$ cat src/rtl/pwm_bank_pkg.sv
package pwm_bank_pkg;

    localparam int NUM_GEN       = 8;
    localparam int GEN_ID_W      = $clog2(NUM_GEN);
    localparam int CNT_W         = 8;
    localparam int WORD_W        = 32;
    localparam int PER_PER_WORD  = WORD_W / CNT_W;        // 4 period fields per word
    localparam int DUTY_PER_WORD = WORD_W / (2 * CNT_W);  // 2 generators per duty word
    localparam int ENTRY_W       = GEN_ID_W + 1;
    localparam int PINS_PER_WORD = WORD_W / ENTRY_W;      // 8 map entries per word

    typedef struct packed {
        logic [CNT_W-1:0] period;
        logic [CNT_W-1:0] high;
        logic [CNT_W-1:0] low;
    } gen_cfg_t;

    typedef struct packed {
        logic                en;
        logic [GEN_ID_W-1:0] id;
    } pin_map_t;

    function automatic int words_for(input int items, input int per_word);
        return (items + per_word - 1) / per_word;
    endfunction

endpackage

$ cat src/rtl/pwm_cfg_regs.sv
module pwm_cfg_regs
    import pwm_bank_pkg::*;
#(
    parameter int NUM_DIRECT = 16,
    parameter int NUM_SERIAL = 17,
    parameter int ADDR_W     = 4
) (
    input  logic              clk,
    input  logic              rst,
    input  logic              wr_en,
    input  logic [ADDR_W-1:0] wr_addr,
    input  logic [WORD_W-1:0] wr_data,
    output gen_cfg_t          gen_cfg_o [NUM_GEN],
    output pin_map_t          dir_map_o [NUM_DIRECT],
    output pin_map_t          ser_map_o [NUM_SERIAL]
);

    localparam int PER_BASE  = 0;
    localparam int DUTY_BASE = PER_BASE + words_for(NUM_GEN, PER_PER_WORD);
    localparam int DIR_BASE  = DUTY_BASE + words_for(NUM_GEN, DUTY_PER_WORD);
    localparam int SER_BASE  = DIR_BASE + words_for(NUM_DIRECT, PINS_PER_WORD);

    always_ff @(posedge clk) begin
        if (rst) begin
            for (int g = 0; g < NUM_GEN; g++) gen_cfg_o[g] <= '0;
            for (int p = 0; p < NUM_DIRECT; p++) dir_map_o[p] <= '0;
            for (int s = 0; s < NUM_SERIAL; s++) ser_map_o[s] <= '0;
        end else if (wr_en) begin
            for (int g = 0; g < NUM_GEN; g++) begin
                if (wr_addr == ADDR_W'(PER_BASE + g / PER_PER_WORD))
                    gen_cfg_o[g].period <= wr_data[CNT_W*(g%PER_PER_WORD) +: CNT_W];
                if (wr_addr == ADDR_W'(DUTY_BASE + g / DUTY_PER_WORD)) begin
                    gen_cfg_o[g].high <= wr_data[2*CNT_W*(g%DUTY_PER_WORD) +: CNT_W];
                    gen_cfg_o[g].low  <= wr_data[2*CNT_W*(g%DUTY_PER_WORD)+CNT_W +: CNT_W];
                end
            end
            for (int p = 0; p < NUM_DIRECT; p++)
                if (wr_addr == ADDR_W'(DIR_BASE + p / PINS_PER_WORD))
                    dir_map_o[p] <= wr_data[ENTRY_W*(p%PINS_PER_WORD) +: ENTRY_W];
            for (int s = 0; s < NUM_SERIAL; s++)
                if (wr_addr == ADDR_W'(SER_BASE + s / PINS_PER_WORD))
                    ser_map_o[s] <= wr_data[ENTRY_W*(s%PINS_PER_WORD) +: ENTRY_W];
        end
    end

endmodule

$ cat src/rtl/pwm_wave_gen.sv
module pwm_wave_gen
    import pwm_bank_pkg::*;
(
    input  logic     clk,
    input  logic     rst,
    input  logic     tick_en,
    input  gen_cfg_t cfg_i,
    output logic     wave_o
);

    localparam int STEP_W = CNT_W + 1;

    gen_cfg_t          act;
    logic [CNT_W-1:0]  sub_cnt;
    logic [STEP_W-1:0] step_cnt;
    logic [STEP_W-1:0] total;
    logic              running, last_sub, last_step, boundary;

    always_comb begin
        total     = {1'b0, act.high} + {1'b0, act.low};
        running   = act.period != '0;
        last_sub  = sub_cnt == act.period - CNT_W'(1);
        last_step = (total == '0) || (step_cnt == total - STEP_W'(1));
        boundary  = running && tick_en && last_sub && last_step;
        wave_o    = running && (step_cnt < {1'b0, act.high});
    end

    always_ff @(posedge clk) begin
        if (rst) begin
            act      <= '0;
            sub_cnt  <= '0;
            step_cnt <= '0;
        end else if (!running) begin
            act      <= cfg_i;
            sub_cnt  <= '0;
            step_cnt <= '0;
        end else if (tick_en) begin
            if (last_sub) begin
                sub_cnt <= '0;
                if (last_step) begin
                    step_cnt <= '0;
                    act      <= cfg_i;
                end else begin
                    step_cnt <= step_cnt + STEP_W'(1);
                end
            end else begin
                sub_cnt <= sub_cnt + CNT_W'(1);
            end
        end
    end


    cfg_hold_chk: assert property (@(posedge clk) disable iff (rst)
        (running && !boundary) |=> $stable(act));


    sub_range_chk: assert property (@(posedge clk) disable iff (rst)
        running |-> (sub_cnt < act.period));


    step_range_chk: assert property (@(posedge clk) disable iff (rst)
        (running && total != '0) |-> (step_cnt < total));


    full_on_chk: assert property (@(posedge clk) disable iff (rst)
        (running && act.high == '1 && act.low == '0) |-> wave_o);


    stop_low_chk: assert property (@(posedge clk) disable iff (rst)
        (boundary && cfg_i.period == '0) |=> !wave_o);

endmodule

$ cat src/rtl/pwm_pin_mux.sv
module pwm_pin_mux
    import pwm_bank_pkg::*;
#(
    parameter int NUM_PINS = 16
) (
    input  pin_map_t             map_i [NUM_PINS],
    input  logic [NUM_GEN-1:0]   waves_i,
    output logic [NUM_PINS-1:0]  pins_o
);

    for (genvar p = 0; p < NUM_PINS; p++) begin : g_pin
        assign pins_o[p] = map_i[p].en & waves_i[map_i[p].id];
    end

endmodule

$ cat src/rtl/pwm_gen_bank.sv
module pwm_gen_bank
    import pwm_bank_pkg::*;
#(
    parameter int NUM_DIRECT = 16,
    parameter int NUM_SERIAL = 17,
    parameter int ADDR_W     = 4
) (
    input  logic                  clk,
    input  logic                  rst,
    input  logic                  tick_en,
    input  logic                  wr_en,
    input  logic [ADDR_W-1:0]     wr_addr,
    input  logic [31:0]           wr_data,
    output logic [NUM_DIRECT-1:0] dir_pins_o,
    output logic [NUM_SERIAL-1:0] ser_pins_o
);

    gen_cfg_t           gen_cfg [NUM_GEN];
    pin_map_t           dir_map [NUM_DIRECT];
    pin_map_t           ser_map [NUM_SERIAL];
    logic [NUM_GEN-1:0] waves;

    pwm_cfg_regs #(
        .NUM_DIRECT(NUM_DIRECT),
        .NUM_SERIAL(NUM_SERIAL),
        .ADDR_W    (ADDR_W)
    ) regs_i (
        .clk      (clk),
        .rst      (rst),
        .wr_en    (wr_en),
        .wr_addr  (wr_addr),
        .wr_data  (wr_data),
        .gen_cfg_o(gen_cfg),
        .dir_map_o(dir_map),
        .ser_map_o(ser_map)
    );

    for (genvar g = 0; g < NUM_GEN; g++) begin : g_gen
        pwm_wave_gen gen_i (
            .clk    (clk),
            .rst    (rst),
            .tick_en(tick_en),
            .cfg_i  (gen_cfg[g]),
            .wave_o (waves[g])
        );
    end

    pwm_pin_mux #(.NUM_PINS(NUM_DIRECT)) dir_mux_i (
        .map_i  (dir_map),
        .waves_i(waves),
        .pins_o (dir_pins_o)
    );

    pwm_pin_mux #(.NUM_PINS(NUM_SERIAL)) ser_mux_i (
        .map_i  (ser_map),
        .waves_i(waves),
        .pins_o (ser_pins_o)
    );

endmodule

$ cat config.mk
export PLATFORM = sky130hd
export DESIGN_NAME = pwm_gen_bank
export DESIGN_NICKNAME = d
export VERILOG_FILES = /design/src/rtl/pwm_bank_pkg.sv /design/src/rtl/pwm_cfg_regs.sv /design/src/rtl/pwm_wave_gen.sv /design/src/rtl/pwm_pin_mux.sv /design/src/rtl/pwm_gen_bank.sv
export SDC_FILE = /design/constraint.sdc
export NUM_CORES = 2
export LEC_CHECK = 0
export ABC_CLOCK_PERIOD_IN_PS = 4100
export BUFFER_PORTS_ARGS = -buffer_cell sky130_fd_sc_hd__buf_2
export CAP_MARGIN = 20
export CORE_UTILIZATION = 55
export CTS_CLUSTER_DIAMETER = 50
export DETAILED_ROUTE_END_ITERATION = 12
export PLACE_DENSITY_LB_ADDON = 0.08
export SYNTH_ARGS = -nofsm -noshare
export SYNTH_HDL_FRONTEND = slang
export SYNTH_SLANG_ARGS = --single-unit
$ cat constraint.sdc
create_clock -name clk -period 4.1 [get_ports clk]
set_input_delay 0.41 -clock clk [delete_from_list [all_inputs] [get_ports clk]]
set_output_delay 0.41 -clock clk [all_outputs]
set_load 0.03 [all_outputs]
# Word level (Yosys, flattened, before mapping)

Cells that the tools add are included.

Add/subtract/negate cells: 40
Order comparisons: 41
Equal/unequal tests: 50
Muxes and demuxes: 114
Bitwise gates (word level): 41
Reductions and logical operators: 68

Operators by type and width:

| kind                                                 | count |
|---|---|
| 2-to-1 mux 24 bit                                    | 32 |
| < comparator 3 x 4 -> 1 bit (second input constant)  | 33 |
| binary-select mux 1 bit (select 3 bit)               | 33 |
| adder 8 x 8 -> 9 bit                                 | 8 |
| adder 9 x 1 -> 9 bit (second input constant)         | 8 |
| equality test 9 bit                                  | 8 |
| logical NOT 9 bit                                    | 8 |
| < comparator 9 x 8 -> 1 bit                          | 8 |
| 2-to-1 mux 9 bit                                     | 8 |
| subtractor 9 x 1 -> 9 bit (second input constant)    | 8 |
| adder 8 x 1 -> 8 bit (second input constant)         | 8 |
| equality test 8 bit                                  | 8 |
| 2-to-1 mux 8 bit                                     | 8 |
| nonzero test 8 bit                                   | 8 |
| subtractor 8 x 1 -> 8 bit (second input constant)    | 8 |
| != test 2 bit (second input constant)                | 24 |
| AND reduction 2 bit                                  | 19 |
| bitwise AND 1 bit                                    | 33 |
| 2-to-1 mux 1 bit                                     | 33 |
| AND reduction 3 bit                                  | 8 |
| equality test 4 x 3 -> 1 bit (second input constant) | 4 |
| OR reduction 2 bit                                   | 8 |
| equality test 4 bit (second input constant)          | 3 |
| equality test 4 x 2 -> 1 bit (second input constant) | 2 |
| other kinds (5)                                      | 26 |

Register bits after elaboration: 652
Bits of input ports: 40
Output and inout bits: 33
Logic and storage cells: 484

# Longest topological paths before layout

Depth in word-level cells: 8
Gate-level depth with buffers: 16
Mapped depth without buffers: 14

# Modules after synthesis

Synthesis repeated with hierarchy kept, for this count alone.

Cell total of the unflattened synthesis: 4179
Area, all modules: 39245.1 um^2

By module, submodules not included:

| module                            | instances | cells each | area an instance (um^2) | seq. area each (um^2) |
|---|---|---|---|---|
| pwm_wave_gen (g_gen[0].gen_i ...) | 5         | 363        | 3105.5                  | 820.8 |
| pwm_cfg_regs                      | 1         | 1126       | 12622.1                 | 6486.2 |
| pwm_wave_gen (g_gen[2].gen_i)     | 1         | 334        | 2980.4                  | 820.8 |
| pwm_wave_gen (g_gen[7].gen_i)     | 1         | 333        | 2875.3                  | 820.8 |
| pwm_wave_gen (g_gen[3].gen_i)     | 1         | 322        | 2817.7                  | 820.8 |
| pwm_pin_mux (ser_mux_i)           | 1         | 129        | 1255.0                  | 0.0 |
| pwm_pin_mux (dir_mux_i)           | 1         | 120        | 1167.4                  | 0.0 |

# Least setup slack after synthesis

Ideal clock, no wire load.

Path kind: register -> output
From: reg g_gen[6].gen_i.act[16] (netlist name)
To: out dir_pins_o[0]
Arrival time: 3.146 ns
Path slack: 0.544 ns
Stages on the path, launching flop included: 14
Path through: dfxtp_1 -> clkbuf_1 -> inv_1 -> ha_1 -> clkbuf_1 -> and2_1 -> nor3b_2 -> or3_1 -> a2111oi_0 -> or3_1 -> clkbuf_1 -> mux4_2 -> mux2i_1 -> nor2b_1

Word-level cells in the longest chain between the ends: 5

RTL lines:

| element                                | RTL line           | RTL |
|---|---|---|
| start: declaration                     | pwm_wave_gen.sv:13 | `gen_cfg_t act;` |
| start signal: assignment               | pwm_wave_gen.sv:34 | `act <= cfg_i;` |
| start signal: assignment               | pwm_wave_gen.sv:42 | `act <= cfg_i;` |
| nonzero test 8 bit                     | pwm_wave_gen.sv:21 | `running = act.period != '0;` |
| logical AND 1 bit                      | pwm_wave_gen.sv:25 | `wave_o = running && (step_cnt < {1'b0, act.high});` |
| binary-select mux 1 bit (select 3 bit) | pwm_pin_mux.sv:12  | `assign pins_o[p] = map_i[p].en & waves_i[map_i[p].id];` |
| 2-to-1 mux 1 bit (implied by the code) | pwm_pin_mux.sv:12  |  |
| bitwise AND 1 bit                      | pwm_pin_mux.sv:12  |  |
| end: declaration                       | pwm_gen_bank.sv:14 | `output logic [NUM_DIRECT-1:0] dir_pins_o,` |

No other way between the ends. The select of a mux whose other input is x is not followed.

# Worst setup path in the final report

From: reg g_gen[4].gen_i.step_cnt[1]
To: out dir_pins_o[14]

Word-level cells in the longest chain between the ends: 5

RTL lines:

| element                                | RTL line           | RTL |
|---|---|---|
| start: declaration                     | pwm_wave_gen.sv:15 | `logic [STEP_W-1:0] step_cnt;` |
| start signal: assignment               | pwm_wave_gen.sv:44 | `step_cnt <= step_cnt + STEP_W'(1);` |
| < comparator 9 x 8 -> 1 bit            | pwm_wave_gen.sv:25 |  |
| logical AND 1 bit                      | pwm_wave_gen.sv:25 |  |
| binary-select mux 1 bit (select 3 bit) | pwm_pin_mux.sv:12  |  |
| 2-to-1 mux 1 bit (implied by the code) | pwm_pin_mux.sv:12  |  |
| bitwise AND 1 bit                      | pwm_pin_mux.sv:12  |  |

No other way between the ends. The select of a mux whose other input is x is not followed.

==> impl_results.md <==
* Outcome: finished, final reports clean
* HP Class: input pin to flip-flop
* Max-Cap Viols at 0
* Final hold violation count at 0
* Maximum clock rate at 247 MHz
* Synth warn at 0
* Pre-antenna DRT Iters at 7
* Static Leak at 15.4 nW
* Kind of end point of the critical path: primary output
* DIE WIDTH at 256 µm
* Gpl congestion at 0.881
* Total grt overflow at 0
* Clock sinks at 652
* Nets@finish at 4383
* Power Total at 14.9 mW
* Normalized max-slew margin at 27.1%
* RSZ-0062 raised after global routing: yes
* Crit-path max FO at 16
* Mean Syn Cell Area at 8.47 µm²
* Seq/Total Area, Yosys at 36.8%
* Final setup vio count at 0
* Port buffer count at 72
* H-tree depth at 3
* CP Launch Type: flip-flop
* Most common cell after layout, fill and taps aside: nand2_1
* Starting density of the core at 55.9%
* Die Ht at 256 µm
* Max-slew violation count at 0
* DRT antenna net count at 0
* DRC at 0
* Row cnt at 92
* Routed length per instance at 19.3 µm
* Syn-to-layout area delta at 14.2%
* Overall Global Routing Usage at 28.5%
* Top-Level Pins at 73
* Peak supply drop at 0.000386 V
* Final clock skew at 0.0264 ns
* Least-Margin Pin Slew at 1.09 ns
* Register-to-Register Path Depth at 13
* Hold path depth at 3
* Die area at 65500 µm²
* Post-synth EDFFs at 0
* Core area at 63400 µm²
* Via count at 29400
* Data arrival time of the worst path at 3.64 ns
* Clk root buf: clkbuf_16
* Setup CP Type: flip-flop to primary output
* First-pass GRT wire length at 150 mm
* Ratio of cells with drive above 1 in the final layout at 13.2%
* Syn nets at 4392
* Final min period at 4.05 ns
* Hold_buf cts at 0
* Fillers at 5427
* Inserted Clock Buffers at 80
* Most frequent cells in the layout: nand2_1, dfxtp_1, nor2_1
* Synth unique cells at 107
* Post-Syn Area at 35500 µm²
* Vias in the first global route at 27200
* Drt total wl at 98.3 mm
* Largest net degree at the start of global routing at 99
* Ys async rst share at 0%
* CTS tree: done
* Vias per inst at 5.77
* Clock transition at path regs at 0.06 ns
* Power Density at 367 nW/µm²
* Post-Syn Instances at 4184
* Detailed placement HPWL at 61.4 mm
* Util after Layout at 63.8%
* Number of synthesized register bits at 652
* Insertion delay to the later sink of the worst-skew pair at 0.64 ns
* CTS Buffer Depth at 3
* Starting DRT DRC Count at 2568
* Tcrit/Tclk final at 98.8%
* Crit path required time at 3.69 ns
* Synth Flop Type: dfxtp_1
* Initial antenna violation count at 6
where the power goes:
group          total [mW]  internal [mW]  switching [mW]
combinational       0.892          0.311           0.581
sequential           6.44           6.39          0.0472
clock                7.53           4.58            2.94
total                14.9           11.3            3.57
cells by family after synthesis:
kind of cell	count (synthesis)	synth area share, %
simple gates	1706	21.7
compound gates	675	11.9
flops	652	36.8
buf+inv	370	4.38
xor+xnor	316	8.31
mux	297	10.7
fa+ha+maj	168	6.10
cell usage after synthesis, types with 6 or more instances:
library cell | instances | area (µm²)
nand2_1 | 791 | 2970
dfxtp_1 | 652 | 13100
nor2_1 | 408 | 1530
a21oi_1 | 374 | 1870
mux2i_1 | 226 | 2260
clkbuf_1 | 222 | 833
xnor2_1 | 172 | 1510
ha_1 | 160 | 2000
xor2_1 | 131 | 1150
inv_1 | 111 | 417
nor3_1 | 75 | 375
mux4_2 | 66 | 1490
nand3_1 | 59 | 295
nand4_1 | 56 | 350
o21ai_0 | 55 | 275
nand2b_1 | 52 | 325
nor2b_1 | 51 | 319
a21o_1 | 44 | 330
and3_1 | 42 | 263
or3_1 | 31 | 194
and2_1 | 22 | 138
nor4_1 | 22 | 138
a211oi_1 | 21 | 158
a31oi_1 | 18 | 113
a2111oi_0 | 16 | 140
or2_2 | 16 | 100
a211o_1 | 13 | 114
nor3b_1 | 13 | 97.6
o21a_1 | 13 | 97.6
o21bai_1 | 13 | 97.6
buf_6 | 12 | 135
xnor3_1 | 10 | 225
a221oi_1 | 9 | 78.8
o211ai_1 | 9 | 67.6
o22ai_1 | 9 | 56.3
or4_1 | 9 | 67.6
buf_4 | 8 | 60.1
fa_1 | 8 | 160
and4_1 | 7 | 61.3
buf_2 | 7 | 35.0
buf_1 | 6 | 22.5
nand4b_1 | 6 | 52.6
worst paths after layout:
| kind | endpoint | startpoint | slack, ns |
|---|---|---|---|
| setup / recovery | dir_pins_o[14] | g_gen[4].gen_i.step_cnt[1] | 0.05 |
| hold reg to reg | regs_i.ser_map_o[63] | regs_i.ser_map_o[63] | 0.45 |
| setup reg to reg | g_gen[4].gen_i.act[4] | g_gen[4].gen_i.act[0] | 0.39 |
| hold / removal | regs_i.ser_map_o[31] | wr_data[7] | 0.23 |
sequential cells by signal, summed over array words and instances (netlist names):
| name | flops |
|---|---|
| regs_i.ser_map_o | 68 |
| regs_i.gen_cfg_o | 192 |
| g_gen.gen_i.act | 192 |
| regs_i.dir_map_o | 64 |
| g_gen.gen_i.sub_cnt | 64 |
| g_gen.gen_i.step_cnt | 72 |
what timing repair did:
item,4_1_cts,5_1_grt
pin swaps,6,20
setup buffers,3,7
gates cloned,1,12
setup endpoints to repair,33,54
gates resized for setup,86,115
layer usage:
metal / up-vias / part of all wire (%) / GRT usage, %
met3: 171 / 7.0 / 3.42
met5: - / 0.011 / 0
met1: 13900 / 45 / 39.9
met2: 917 / 45 / 45.7
li1: 14300 / - / -
met4: 2 / 2.9 / 9.31
final cells by class:
| cell class | count | area [µm²] | share of cell area (%) |
|---|---|---|---|
| sequential | 652 | 13100 | 32.4 |
| timing repair buffer | 167 | 1630 | 4.03 |
| inverter | 112 | 420 | 1.04 |
| multi-input combinational | 3162 | 21400 | 52.9 |
| tap | 846 | 1060 | 2.62 |
| clock inverter | 44 | 559 | 1.38 |
| antenna | 1 | 2.50 | 0.00618 |
| clock buffer | 103 | 2270 | 5.61 |
worst max-delay path, stage by stage, from the launching register on:
cell and delay, ns:
dfxtp_1 0.42, ha_1 0.26, a21o_1 0.16, a21o_1 0.20
a21o_1 0.18, a21o_1 0.17, a2111oi_1 0.38, or3_4 0.25
clkbuf_16 0.20, mux4_2 0.29, mux2i_4 0.08, nor2b_4 0.21
buf_4 0.20
metrics by stage:
step | std cells | hold slack (ns) | instance area (µm²) | TNS (ns) | worst slack, ns
CTS | 5066 | 0.200 | 39700 | 0 | 0.00718
finish | 5087 | 0.235 | 40500 | 0 | 0.0511
global placement | 4915 | 0.437 | 36600 | 0 | 0.387
detailed placement | 4915 | 0.442 | 36600 | 0 | 0.295
floorplan | 4184 | 0.429 | 35500 | 0 | 0.544
global route | 5086 | 0.234 | 40500 | -0.231 | -0.0386
Note: power is estimated with default switching activity, not from simulation.
